$ cat src/rtl/ttbf_pkg.sv
package ttbf_pkg;
   // size code that selects the wide output-address layout
   localparam logic [2:0] OA_CODE_WIDE = 3'b110;
   // minimum alignment exponent in wide mode (64-byte floor)
   localparam int WIDE_FLOOR_EXP = 6;
   // minimum alignment exponent in narrow mode (bit 0 is the hint)
   localparam int NARROW_FLOOR_EXP = 1;
   // register bit positions decoded by neighbours
   localparam int HINT_BIT = 0;
   localparam int UPPER_LSB = 2;
   localparam int ID_LSB = 48;
endpackage

$ cat src/rtl/ttbf_store.sv
module ttbf_store #(
   parameter int W = 64
) (
   input  logic         clk,
   input  logic         rst_n,
   input  logic         wr_en,
   input  logic [W-1:0] wr_data,
   output logic [W-1:0] q
);
   always_ff @(posedge clk) begin
      if (!rst_n)     q <= '0;
      else if (wr_en) q <= wr_data;
   end

   a_r2_hold: assert property (@(posedge clk) disable iff (!rst_n)
      (!wr_en && $past(rst_n)) |=> $stable(q));
endmodule

$ cat src/rtl/ttbf_former.sv
module ttbf_former
   import ttbf_pkg::*;
#(
   parameter int LOW_W = 48,
   parameter int UP_W  = 4,
   parameter int X_W   = 6
) (
   input  logic                  clk,
   input  logic                  rst_n,
   input  logic [LOW_W-1:0]      reg_low,
   input  logic [X_W-1:0]        align_exp,
   input  logic                  wide,
   input  logic                  pa52_ok,
   output logic [UP_W+LOW_W-1:0] base,
   output logic                  fault
);
   localparam int LB_W = X_W + 1;
   localparam logic [LB_W-1:0] FLOOR_W = LB_W'(WIDE_FLOOR_EXP);
   localparam logic [LB_W-1:0] FLOOR_N = LB_W'(NARROW_FLOOR_EXP);

   logic [LB_W-1:0]  x_ext;
   logic [LB_W-1:0]  low_bound;
   logic [LOW_W-1:0] keep;
   logic [UP_W-1:0]  packed_up;

   assign x_ext     = {1'b0, align_exp};
   assign packed_up = reg_low[UPPER_LSB +: UP_W];

   always_comb begin
      if (wide) low_bound = (x_ext < FLOOR_W) ? FLOOR_W : x_ext;
      else      low_bound = (x_ext < FLOOR_N) ? FLOOR_N : x_ext;
   end

   for (genvar i = 0; i < LOW_W; i++) begin : g_keep
      localparam logic [LB_W-1:0] IDX = LB_W'(i);
      assign keep[i] = (IDX >= low_bound);
   end

   assign base  = {(wide ? packed_up : {UP_W{1'b0}}), reg_low & keep};
   assign fault = wide && !pa52_ok && (|packed_up);

   a_r5_floor: assert property (@(posedge clk) disable iff (!rst_n)
      wide |-> (base[5:0] == 6'd0));
endmodule

$ cat src/rtl/ttbf_id_sel.sv
module ttbf_id_sel #(
   parameter int ID_W     = 16,
   parameter bit ID8_ONLY = 1'b0
) (
   input  logic [ID_W-1:0] raw_id,
   input  logic            host_ext,
   output logic [ID_W-1:0] id
);
   localparam logic [ID_W-1:0] ID_MASK =
      ID8_ONLY ? {{(ID_W-8){1'b0}}, 8'hFF} : {ID_W{1'b1}};

   assign id = host_ext ? (raw_id & ID_MASK) : '0;
endmodule

$ cat src/rtl/ttb_addr_former.sv
module ttb_addr_former
   import ttbf_pkg::*;
#(
   parameter int REG_W    = 64,
   parameter int OA_W     = 52,
   parameter int ID_W     = 16,
   parameter int X_W      = 6,
   parameter bit ID8_ONLY = 1'b0
) (
   input  logic             clk,
   input  logic             rst_n,
   input  logic             wr_en,
   input  logic [REG_W-1:0] wr_data,
   output logic [REG_W-1:0] rd_data,
   input  logic [X_W-1:0]   align_exp,
   input  logic [2:0]       oa_size,
   input  logic             gran_64k,
   input  logic             pa52_ok,
   input  logic             host_ext,
   output logic [OA_W-1:0]  base_addr,
   output logic             size_fault,
   output logic [ID_W-1:0]  space_id,
   output logic             shared_hint
);
   localparam int LOW_W = ID_LSB;
   localparam int UP_W  = OA_W - LOW_W;

   if (REG_W != 64) begin : g_bad_reg
      $error("ttb_addr_former: REG_W must be 64");
   end
   if (UP_W != 4) begin : g_bad_oa
      $error("ttb_addr_former: OA_W must be 52");
   end
   if (ID_W != REG_W - ID_LSB) begin : g_bad_id
      $error("ttb_addr_former: ID_W must fill bits above the base field");
   end
   if (X_W < 6) begin : g_bad_x
      $error("ttb_addr_former: X_W must reach exponent 48");
   end

   logic [REG_W-1:0] stored;
   logic             wide;

   ttbf_store #(.W(REG_W)) u_store (
      .clk(clk), .rst_n(rst_n), .wr_en(wr_en), .wr_data(wr_data), .q(stored)
   );

   assign wide = (oa_size == OA_CODE_WIDE) && gran_64k;

   ttbf_former #(.LOW_W(LOW_W), .UP_W(UP_W), .X_W(X_W)) u_former (
      .clk(clk), .rst_n(rst_n),
      .reg_low(stored[LOW_W-1:0]), .align_exp(align_exp),
      .wide(wide), .pa52_ok(pa52_ok),
      .base(base_addr), .fault(size_fault)
   );

   ttbf_id_sel #(.ID_W(ID_W), .ID8_ONLY(ID8_ONLY)) u_id (
      .raw_id(stored[REG_W-1:ID_LSB]), .host_ext(host_ext), .id(space_id)
   );

   assign rd_data     = stored;
   assign shared_hint = stored[HINT_BIT];

   a_r2_write: assert property (@(posedge clk) disable iff (!rst_n)
      wr_en |=> (rd_data == $past(wr_data)));
   a_r3_upper_zero: assert property (@(posedge clk) disable iff (!rst_n)
      !(oa_size == 3'b110 && gran_64k) |-> (base_addr[OA_W-1:LOW_W] == '0));
   a_r6_fault_mode: assert property (@(posedge clk) disable iff (!rst_n)
      size_fault |-> (oa_size == 3'b110 && gran_64k && !pa52_ok));
   a_r7_id_off: assert property (@(posedge clk) disable iff (!rst_n)
      !host_ext |-> (space_id == '0));
   a_r8_bit0_clear: assert property (@(posedge clk) disable iff (!rst_n)
      base_addr[0] == 1'b0);
endmodule

$ cat config.mk
export PLATFORM = sky130hd
export DESIGN_NAME = ttb_addr_former
export DESIGN_NICKNAME = d
export VERILOG_FILES = /design/src/rtl/ttbf_pkg.sv /design/src/rtl/ttbf_store.sv /design/src/rtl/ttbf_former.sv /design/src/rtl/ttbf_id_sel.sv /design/src/rtl/ttb_addr_former.sv
export SDC_FILE = /design/constraint.sdc
export NUM_CORES = 1
export LEC_CHECK = 0
export ABC_AREA = 0
export BUFFER_PORTS_ARGS = -buffer_cell sky130_fd_sc_hd__buf_2
export CAP_MARGIN = 20
export CORE_MARGIN = 2
export CORE_UTILIZATION = 26
export DETAILED_ROUTE_END_ITERATION = 10
export GPL_TIMING_DRIVEN = 1
export PLACE_DENSITY = 0.52
export SLEW_MARGIN = 0
export SYNTH_ARGS = -nofsm -noshare
export SYNTH_HDL_FRONTEND = slang
export SYNTH_HIERARCHICAL = 1
export SYNTH_SLANG_ARGS = --single-unit
$ cat constraint.sdc
create_clock -name clk -period 1.45 [get_ports clk]
set_input_delay 0.29 -clock clk [delete_from_list [all_inputs] [get_ports clk]]
set_output_delay 0.29 -clock clk [all_outputs]
set_load 0.01 [all_outputs]
After elaboration in Yosys (flattened, before gate mapping)
Cells that the tools add are included.

Bitwise logic cells: 1. Multiplexer cells: 5. Reduce and logical (&&, ||, !) cells: 5. Equal/unequal tests: 1. Order comparisons: 50.

Operators by type and width (count): $ge A5 B7 Y1 const A (16); $ge A6 B7 Y1 const A (16); $ge A4 B7 Y1 const A (8); $and A48 B48 Y48 (1); $ge A3 B7 Y1 const A (4); $mux W16 (1); $ge A1 B7 Y1 const A (2); $ge A2 B7 Y1 const A (2); $mux W6 (2); $mux W7 (1); $lt A6 B1 Y1 const B (1); $lt A6 B3 Y1 const B (1); $mux W4 (1); $reduce_or A4 Y1 (1); $eq A3 B3 Y1 const B (1); $logic_and A1 B1 Y1 (3); $logic_not A1 Y1 (1).

Bits of input ports: 79. Logic and storage cells: 63. Bits in registers: 64. Output and inout bits: 134.

Logic depth before layout (Yosys ltp)
Gate-level depths: netlist of the first run.

Word-level depth: 5. Depth in mapped cells: 4. Mapped depth without buffers: 3.

By module
The synthesis of the first run kept the hierarchy.

By module, submodules not included: ttbf_store (sequential area each 1281.2 µm², cells an instance 206, instances 1, area an instance 2451.1 µm²); ttbf_former (sequential area each 0.0 µm², cells an instance 108, instances 1, area an instance 742.0 µm²); ttbf_id_sel (sequential area each 0.0 µm², cells an instance 17, instances 1, area an instance 126.4 µm²); ttb_addr_former (sequential area each 0.0 µm², cells an instance 2, instances 1, area an instance 17.5 µm²).

Worst setup path before layout of the first run
No wires, ideal clock.

Path kind: input to output. Start: input port align_exp[1]. End: output port base_addr[37]. Path buffers: 2. Required time: 1160 ps. Data arrival time: 988 ps. Slack: 172 ps. Cell stages on the path: 4. Path through: buf_2 > buf_4 > a211oi_1 > o21a_1.

Cells in the longest elaborated chain, start to end: 5. Elaborated cells between the ends (all ways): 7. Those cells by class: order compare: 3; mux: 3; bitwise: 1.

RTL lines: from (decl) (line ttb_addr_former.sv:15) `input logic [X_W-1:0] align_exp,`; $lt A6 B1 Y1 or $lt A6 B3 Y1 (tied branches) (line ttbf_former.sv:31, ttbf_former.sv:30); $mux W6 (on tied branches) (line ttbf_former.sv:31, ttbf_former.sv:30); $mux W7 (*) (line ttbf_former.sv:30) `if (wide) low_bound = (x_ext < FLOOR_W) ? FLOOR_W : x_ext;`; $ge A6 B7 Y1 (*) (line ttbf_former.sv:36) `assign keep[i] = (IDX >= low_bound);`; $and A48 B48 Y48 (*) (line ttbf_former.sv:39) `assign base = {(wide ? packed_up : {UP_W{1'b0}}), reg_low & keep};`; to (decl) (line ttb_addr_former.sv:20) `output logic [OA_W-1:0] base_addr,`.

Every way passes the cells marked *; elsewhere a longest branch is shown, timed or not.

Final worst setup path of the first run
Start: input port align_exp[0]. End: output port base_addr[6].

Cells in the longest elaborated chain, start to end: 5. Elaborated cells between the ends (all ways): 7. Those cells by class: order compare: 3; mux: 3; bitwise: 1.

RTL lines (line): $lt A6 B1 Y1 or $lt A6 B3 Y1 (tied branches) (ttbf_former.sv:31, ttbf_former.sv:30); $mux W6 (on tied branches) (ttbf_former.sv:31, ttbf_former.sv:30); $mux W7 (*) (ttbf_former.sv:30); $ge A3 B7 Y1 (*) (ttbf_former.sv:36); $and A48 B48 Y48 (*) (ttbf_former.sv:39).

Marked as above.

==> metrics.md, run 1 <==
| Metric | Value |
|---|---|
| Status | finished, violations left |
| Failing checks | setup timing |
| Mapped cell area | 3340 µm² |
| Placed cells | 725 |
| Root buf cell | clkbuf_16 |
| Port bufs | 211 |
| Worst-path maximum fanout | 4 |
| Share of cells above drive strength 1 | 0.538 |
| WS Path Type | in -> out |
| Post-synthesis register bit count | 64 |
| RSZ-0062 raised after global routing | yes |
| Total wire length | 11.6 mm |
| Leak | 2.90 nW |
| Final WS setup | -54.5 ps |
| Die W | 117 µm |
| Clock Sinks | 64 |
| Initial Util | 0.266 |
| ANT nets after route | 0 |
| Worst EP arrival | 1210 ps |
| Post-Route Utilization | 0.433 |
| Maximum vdd drop | 0.000677 V |
| Top FF cell, synth | dfxtp_1 |
| Pin slew with the least headroom to its limit | 946 ps |
| Gr usage total | 0.162 |
| CP endpoint kind | primary output |
| Syn. warnings | 6 |
| Post-CTS Hold Fix Bufs | 0 |
| # diodes | 0 |
| Crit path launch type | input port |
| Via density | 4.43 |
| Number of core rows | 41 |
| Core ar. | 12,600 µm² |
| Sequential area share after synthesis | 0.384 |
| R2R Setup Slk | 670 ps |
| Antenna violations before repair | 0 |
| Largest net degree at the start of global routing | 65 |
| Final Hold Violating Endpoints | 0 |
| First-pass GRT wire length | 16.8 mm |
| Hold path startpoint | wr_data[35] |
| Post-layout min period | 1500 ps |
| DR WL/cell | 15.6 µm |
| Met2 routed wirelength | 5.72 mm |
| Drt pass-1 iters | 5 |
| Count of cell types in the netlist | 40 |
| Number of flip-flops under the largest register name | 64 |
| Clock skew | 0 ps |
| Most flops, register | u_store/q |
| Max Cap Viol | 0 |
| Crit. Startpoint | align_exp[0] |
| Via count | 3,306 |
| Reg area | 1290 µm² |
| Area grow syn2layout | 63.0% |
| Metal1 wirelength | 5.02 mm |
| Max clock buf depth | 2 |
| Worst EP required | 1160 ps |
| CTS tree | built |
| Async SR Flop Fraction | 0 |
| R2R cell count | 3 |
| Post-Route Setup TNS | -197 ps |
| Worst-skew pair later-pin latency | 330 ps |
| Post-DP HPWL | 8.83 mm |
| Critical R2R Capture | u_store/q[18]$_SDFFE_PN0P_ |
| Fin crit share | 1.04 |
| Vias in the first global route | 3,064 |
| H-Tree Depth | 3 |
| Mean post-synth cell area | 10.0 µm² |
| Cell count after synthesis | 333 |
| Layout fillers | 1,275 |
| Gpl congestion | 0.757 |
| Biggest regs | u_store/q x64 |
| # IOs | 213 |
| Die Y | 117 µm |
| Layout Cells excl Fill | 746 |
| Cell area after layout | 5440 µm² |
| Slew Limit Fails | 0 |
| Reg2reg start | u_store/q[18]$_SDFFE_PN0P_ |
| Hold WC Path Type | in -> reg |
| Achievable Freq | 665 MHz |
| DR top layer | met4 |
| Clk pin slew, worst setup/hold paths | 50 ps |
| PD cells | 971 nW/µm² |
| Multi-input gate area | 1980 µm² |
| Slew Limit Headroom | 0.370 |
| Drt drc | 0 |
| Mapped Nets | 412 |
| WL met3 | 741 µm |
| CTS buffer count | 9 |
| Post-synth EDFFs | 0 |
| Placed Area | 4720 µm² |
| Hold path depth | 3 |
| Die area | 13,800 µm² |
| Hold Path Sink | u_store/q[35]$_SDFFE_PN0P_ |
| Drt initial violations | 142 |
| Global route overflow | 0 |
| Final setup viols | 11 |
| Final #Nets | 648 |
| Hold Slack | 211 ps |
[cells in the mapped netlist, types with 2 or more instances]
cell / count / share of area
o311a_1: 4 / 0.012
a21oi_1: 4 / 0.0060
nor2_1: 3 / 0.0034
nor3_1: 2 / 0.0030
and3_1: 13 / 0.024
mux2i_1: 64 / 0.19
o21a_1: 8 / 0.018
and2_2: 12 / 0.027
nand2b_1: 3 / 0.0056
buf_2: 6 / 0.0090
nor3b_1: 4 / 0.0090
o21ai_0: 2 / 0.0030
dfxtp_1: 64 / 0.38
nand3_1: 3 / 0.0045
nor4_1: 2 / 0.0037
o211a_1: 8 / 0.024
nand2_1: 4 / 0.0045
inv_2: 2 / 0.0023
buf_8: 6 / 0.027
a31o_1: 3 / 0.0079
clkbuf_1: 7 / 0.0079
a31oi_1: 2 / 0.0037
buf_4: 7 / 0.016
and3b_1: 3 / 0.0079
buf_6: 2 / 0.0067
and2_1: 11 / 0.021
o2bb2ai_1: 2 / 0.0053
a32o_1: 2 / 0.0060
nor2b_1: 69 / 0.13
[critical path: stages]
cell and delay, ps:
buf_8 110, buf_6 120, a311oi_4 340, and3_4 240
buf_6 100
[kinds of logic after synthesis]
kind of cell | synth area share
AOI/OAI and AO/OA | 0.100
muxes | 0.192
other | 0.00112
DFF | 0.384
and+or+nand+nor | 0.252
buffers and inverters | 0.0712
[layout make-up]
class,instances,share of cell area
Multi-Input combinational cell,237,0.363
Sequential cell,64,0.238
Timing Repair Buffer,254,0.299
Inverter,3,0.00207
Clock inverter,6,0.0152
Clock buffer,10,0.0439
Tap cell,172,0.0396
[layout by cell type (no fill, tap or decap), types with 2 or more instances in the layout]
cell         n
buf_2      198
nor2b_1     69
mux2i_1     64
dfxtp_1     57
buf_4       25
buf_6       18
and2_2      12
and2_1      11
clkbuf_16   10
and3_1      10
buf_12       9
o211a_1      8
o21a_1       8
dfxtp_2      6
nand2_1      4
o311a_1      4
clkinv_2     3
nor4_4       3
and3_4       3
and3b_1      3
nand2b_1     3
a21oi_1      3
a31o_1       3
nor3b_2      3
bufinv_16    2
buf_8        2
nor2_1       2
inv_2        2
o2bb2ai_1    2
nand3_1      2
a32o_1       2
[power breakdown]
group	switching (mW)	internal [mW]	total (mW)
combinational	0.491	0.534	1.02
clock	0.765	1.54	2.30
sequential	0.0833	1.87	1.95
total	1.34	3.94	5.28
[per-stage QoR]
step	setup slack (ps)	total power, mW
global placement	-232	2.89
floorplan	172	2.47
detailed placement	-217	2.90
CTS	-59.2	5.32
global route	-77.5	5.56
finish	-54.5	5.28
[repair_timing]
item | 4_1_cts | 5_1_grt
pin swaps | 7 | 10
resized for setup | 39 | 40
buffers inserted | 3 | 1
setup endpoints to repair | 33 | 36
endpoints found under the hold margin | 0 | 0
cloned | 0 | 1
[routing by layer]
layer / GRT usage / vias to the layer above
met5: 0 / -
met4: 0.0518 / 0
met3: 0.0474 / 9
met2: 0.270 / 130
met1: 0.202 / 1540
li1: - / 1627
[worst max-delay path by stage]
stage | endpoint | slack [ps] | depth (start not counted)
floorplan | base_addr[37] | 170 | 4
global placement | base_addr[36] | -230 | 6
detailed placement | base_addr[36] | -220 | 6
CTS | base_addr[6] | -60 | 5
global route | base_addr[6] | -80 | 5
finish | base_addr[6] | -50 | 5
Power figures use the tool's default switching activity.
==> inputs of run 2 (changes only) <==
Settings changed: CORE_UTILIZATION 26 to 43, PLACE_DENSITY 0.52 to 0.79.
==> run 2 against run 1 <==
  * The run still ends with setup timing left
  * Die area down 38%
  * Final area shrank 8.6%
  * Core utilization increased by 22 points
  * Combinational power fell by 9%
  * Critical path type unchanged
==> metrics.md, run 2 (synthesis results as in run 1) <==
| Metric | Value |
|---|---|
| Post-DP HPWL | 7.89 mm (-11%) |
| DR WL/cell | 15.7 µm (+0.95%) |
| Most flops, register | u_store/q |
| Maximum vdd drop | 0.000589 V (-13%) |
| Layout Cells excl Fill | 671 (-10%) |
| Final WS setup | -26.5 ps (+28.1 ps) |
| Antenna violations before repair | 0 (unchanged) |
| Worst-path maximum fanout | 5 (+1) |
| Drt drc | 0 (unchanged) |
| Fin crit share | 1.02 (-0.0194) |
| CP endpoint kind | primary output |
| Switching Share | 0.270 (+0.0160) |
| Placed cells | 645 (-11%) |
| Internal Power | 3.35 mW (-15%) |
| Vias in the first global route | 3,192 (+4.2%) |
| Initial Util | 0.439 (+0.173) |
| Die area | 8480 µm² (-38%) |
| Leak | 2.79 nW (-3.9%) |
| Worst EP required | 1160 ps (about the same) |
| PD cells | 921 nW/µm² (-5.1%) |
| Root buf cell | clkbuf_8 |
| Slew Limit Fails | 0 (unchanged) |
| # IOs | 213 (unchanged) |
| Failing checks | setup timing |
| Most frequent cells in the layout | buf_2, nor2b_1, mux2i_1 |
| Max Cap Viol | 0 (unchanged) |
| Number of core rows | 32 (-22%) |
| Hold WC Path Type | in -> reg |
| Gr usage total | 0.235 (+0.0723) |
| Die Y | 92.1 µm (-21%) |
| Crit path launch type | input port |
| Number of flip-flops under the largest register name | 64 (unchanged) |
| ANT nets after route | 0 (unchanged) |
| Total wire length | 10.5 mm (-9.2%) |
| Share of cells above drive strength 1 | 0.524 (-0.0146) |
| Final #Nets | 643 (-0.77%) |
| Final Hold Violating Endpoints | 0 (unchanged) |
| Worst-skew pair later-pin latency | 330 ps (about the same) |
| Via count | 3,342 (+1.1%) |
| R2R cell count | 3 (unchanged) |
| Clock network power share | 0.372 (-0.064) |
| Layout fillers | 651 (-49%) |
| Biggest regs | u_store/q x64 |
| Largest net degree at the start of global routing | 65 (unchanged) |
| Drt initial violations | 98 (-31%) |
| RSZ-0062 raised after global routing | yes |
| Post-Route Utilization | 0.654 (+0.221) |
| Global route overflow | 0 (unchanged) |
| Clock skew | 0 ps (unchanged) |
| Core ar. | 7610 µm² (-39%) |
| Max clock buf depth | 2 (unchanged) |
| CTS buffer count | 9 (unchanged) |
| Achievable Freq | 677 MHz (+1.9%) |
| Drt pass-1 iters | 4 (-1) |
| Flop pwr share | 0.426 (+0.056) |
| Final setup viols | 7 (-4) |
| Clk pin slew, worst setup/hold paths | 80 ps (+30 ps) |
| Net Sw Power | 1.23 mW (-7.8%) |
| Gate power share | 0.202 (+0.008) |
| Post-layout min period | 1480 ps (-28.1 ps) |
| Most common cell after layout, fill and taps aside | buf_2 |
| Clock Sinks | 64 (unchanged) |
| Hold path depth | 3 (unchanged) |
| H-Tree Depth | 3 (unchanged) |
| Gpl congestion | 0.849 (+12%) |
| Worst EP arrival | 1190 ps (-20 ps) |
| WS Path Type | in -> out |
| Via density | 4.98 (+12%) |
| CTS tree | built |
| # diodes | 0 (unchanged) |
| Status | finished, violations left |
| Port bufs | 211 (unchanged) |
| Die W | 92.1 µm (-21%) |
| Slew Limit Headroom | 0.424 (+0.0542) |
| Area grow syn2layout | 49.1% |
| Pin slew with the least headroom to its limit | 864 ps (-81.3 ps) |
| First-pass GRT wire length | 15.8 mm (-6.1%) |
run 2: changes by cell type in the layout (fill, tap and decap cells not counted), moves of 5 or more:
cell       change
clkbuf_8       +9
buf_12         -6
clkbuf_16      -9
buf_6         -14
buf_2          +5
buf_4         +12
run 2: final cells by class:
| class | instances | area [µm²] | area share |
|---|---|---|---|
| inverters | 3 | 11.3 | 0.00226 |
| well taps | 102 | 128 | 0.0257 |
| clock inverters | 6 | 82.6 | 0.0166 |
| repair buffers | 249 | 1440 | 0.289 |
| clock buffers | 10 | 138 | 0.0277 |
| flip-flops and latches | 64 | 1290 | 0.259 |
| multi-input cells | 237 | 1890 | 0.379 |
run 2: per-layer routing:
layer | routed length, µm | track usage
met5 | 0 | 0
met1 | 4140 | 0.272
met2 | 5560 | 0.419
met3 | 714 | 0.0633
met4 | 125 | 0.0746
run 2: path summary, 6_finish.rpt:
| check | to | slack (ps) | from |
|---|---|---|---|
| min | u_store/q[24]$_SDFFE_PN0P_ | 200 | wr_data[24] |
| max reg2reg | u_store/q[46]$_SDFFE_PN0P_ | 680 | u_store/q[46]$_SDFFE_PN0P_ |
| min reg2reg | u_store/q[50]$_SDFFE_PN0P_ | 540 | u_store/q[50]$_SDFFE_PN0P_ |
| max | base_addr[4] | -30 | oa_size[1] |
run 2: power groups by stage:
stage / logic [mW] / clock network (mW) / registers, mW
after global placement: 0.846 / 0 / 1.99
after floorplan: 0.446 / 0 / 2.02
final: 0.926 / 1.70 / 1.95
after CTS: 0.906 / 1.74 / 1.95
after detailed placement: 0.863 / 0 / 1.99
after global routing: 0.999 / 1.82 / 1.97
run 2: timing repair:
item                       4_1_cts  5_1_grt
gates resized for setup         24       11
setup endpoints to repair       32       21
buffers inserted                 8        1
cloned                           0        1
pin swaps                        6        5
hold buffers                     0        0
run 2: worst max-delay path: stages:
cell     delay [ps]
buf_2            90
and4b_1         240
nor4_4          220
and3_1          210
buf_2           130
run 2: stage by stage:
| stage | TNS (ps) | area [µm²] | setup WS, ps | total power [mW] | hold WS (ps) |
|---|---|---|---|---|---|
| global route | -487 | 4970 | -98.2 | 4.78 | 200 |
| floorplan | 0 | 3340 | 172 | 2.47 | 459 |
| detailed placement | -1670 | 4530 | -106 | 2.85 | 525 |
| finish | -76.3 | 4970 | -26.5 | 4.58 | 204 |
| CTS | -40.6 | 4890 | -10.8 | 4.59 | 197 |
| global placement | -1760 | 4530 | -157 | 2.83 | 512 |
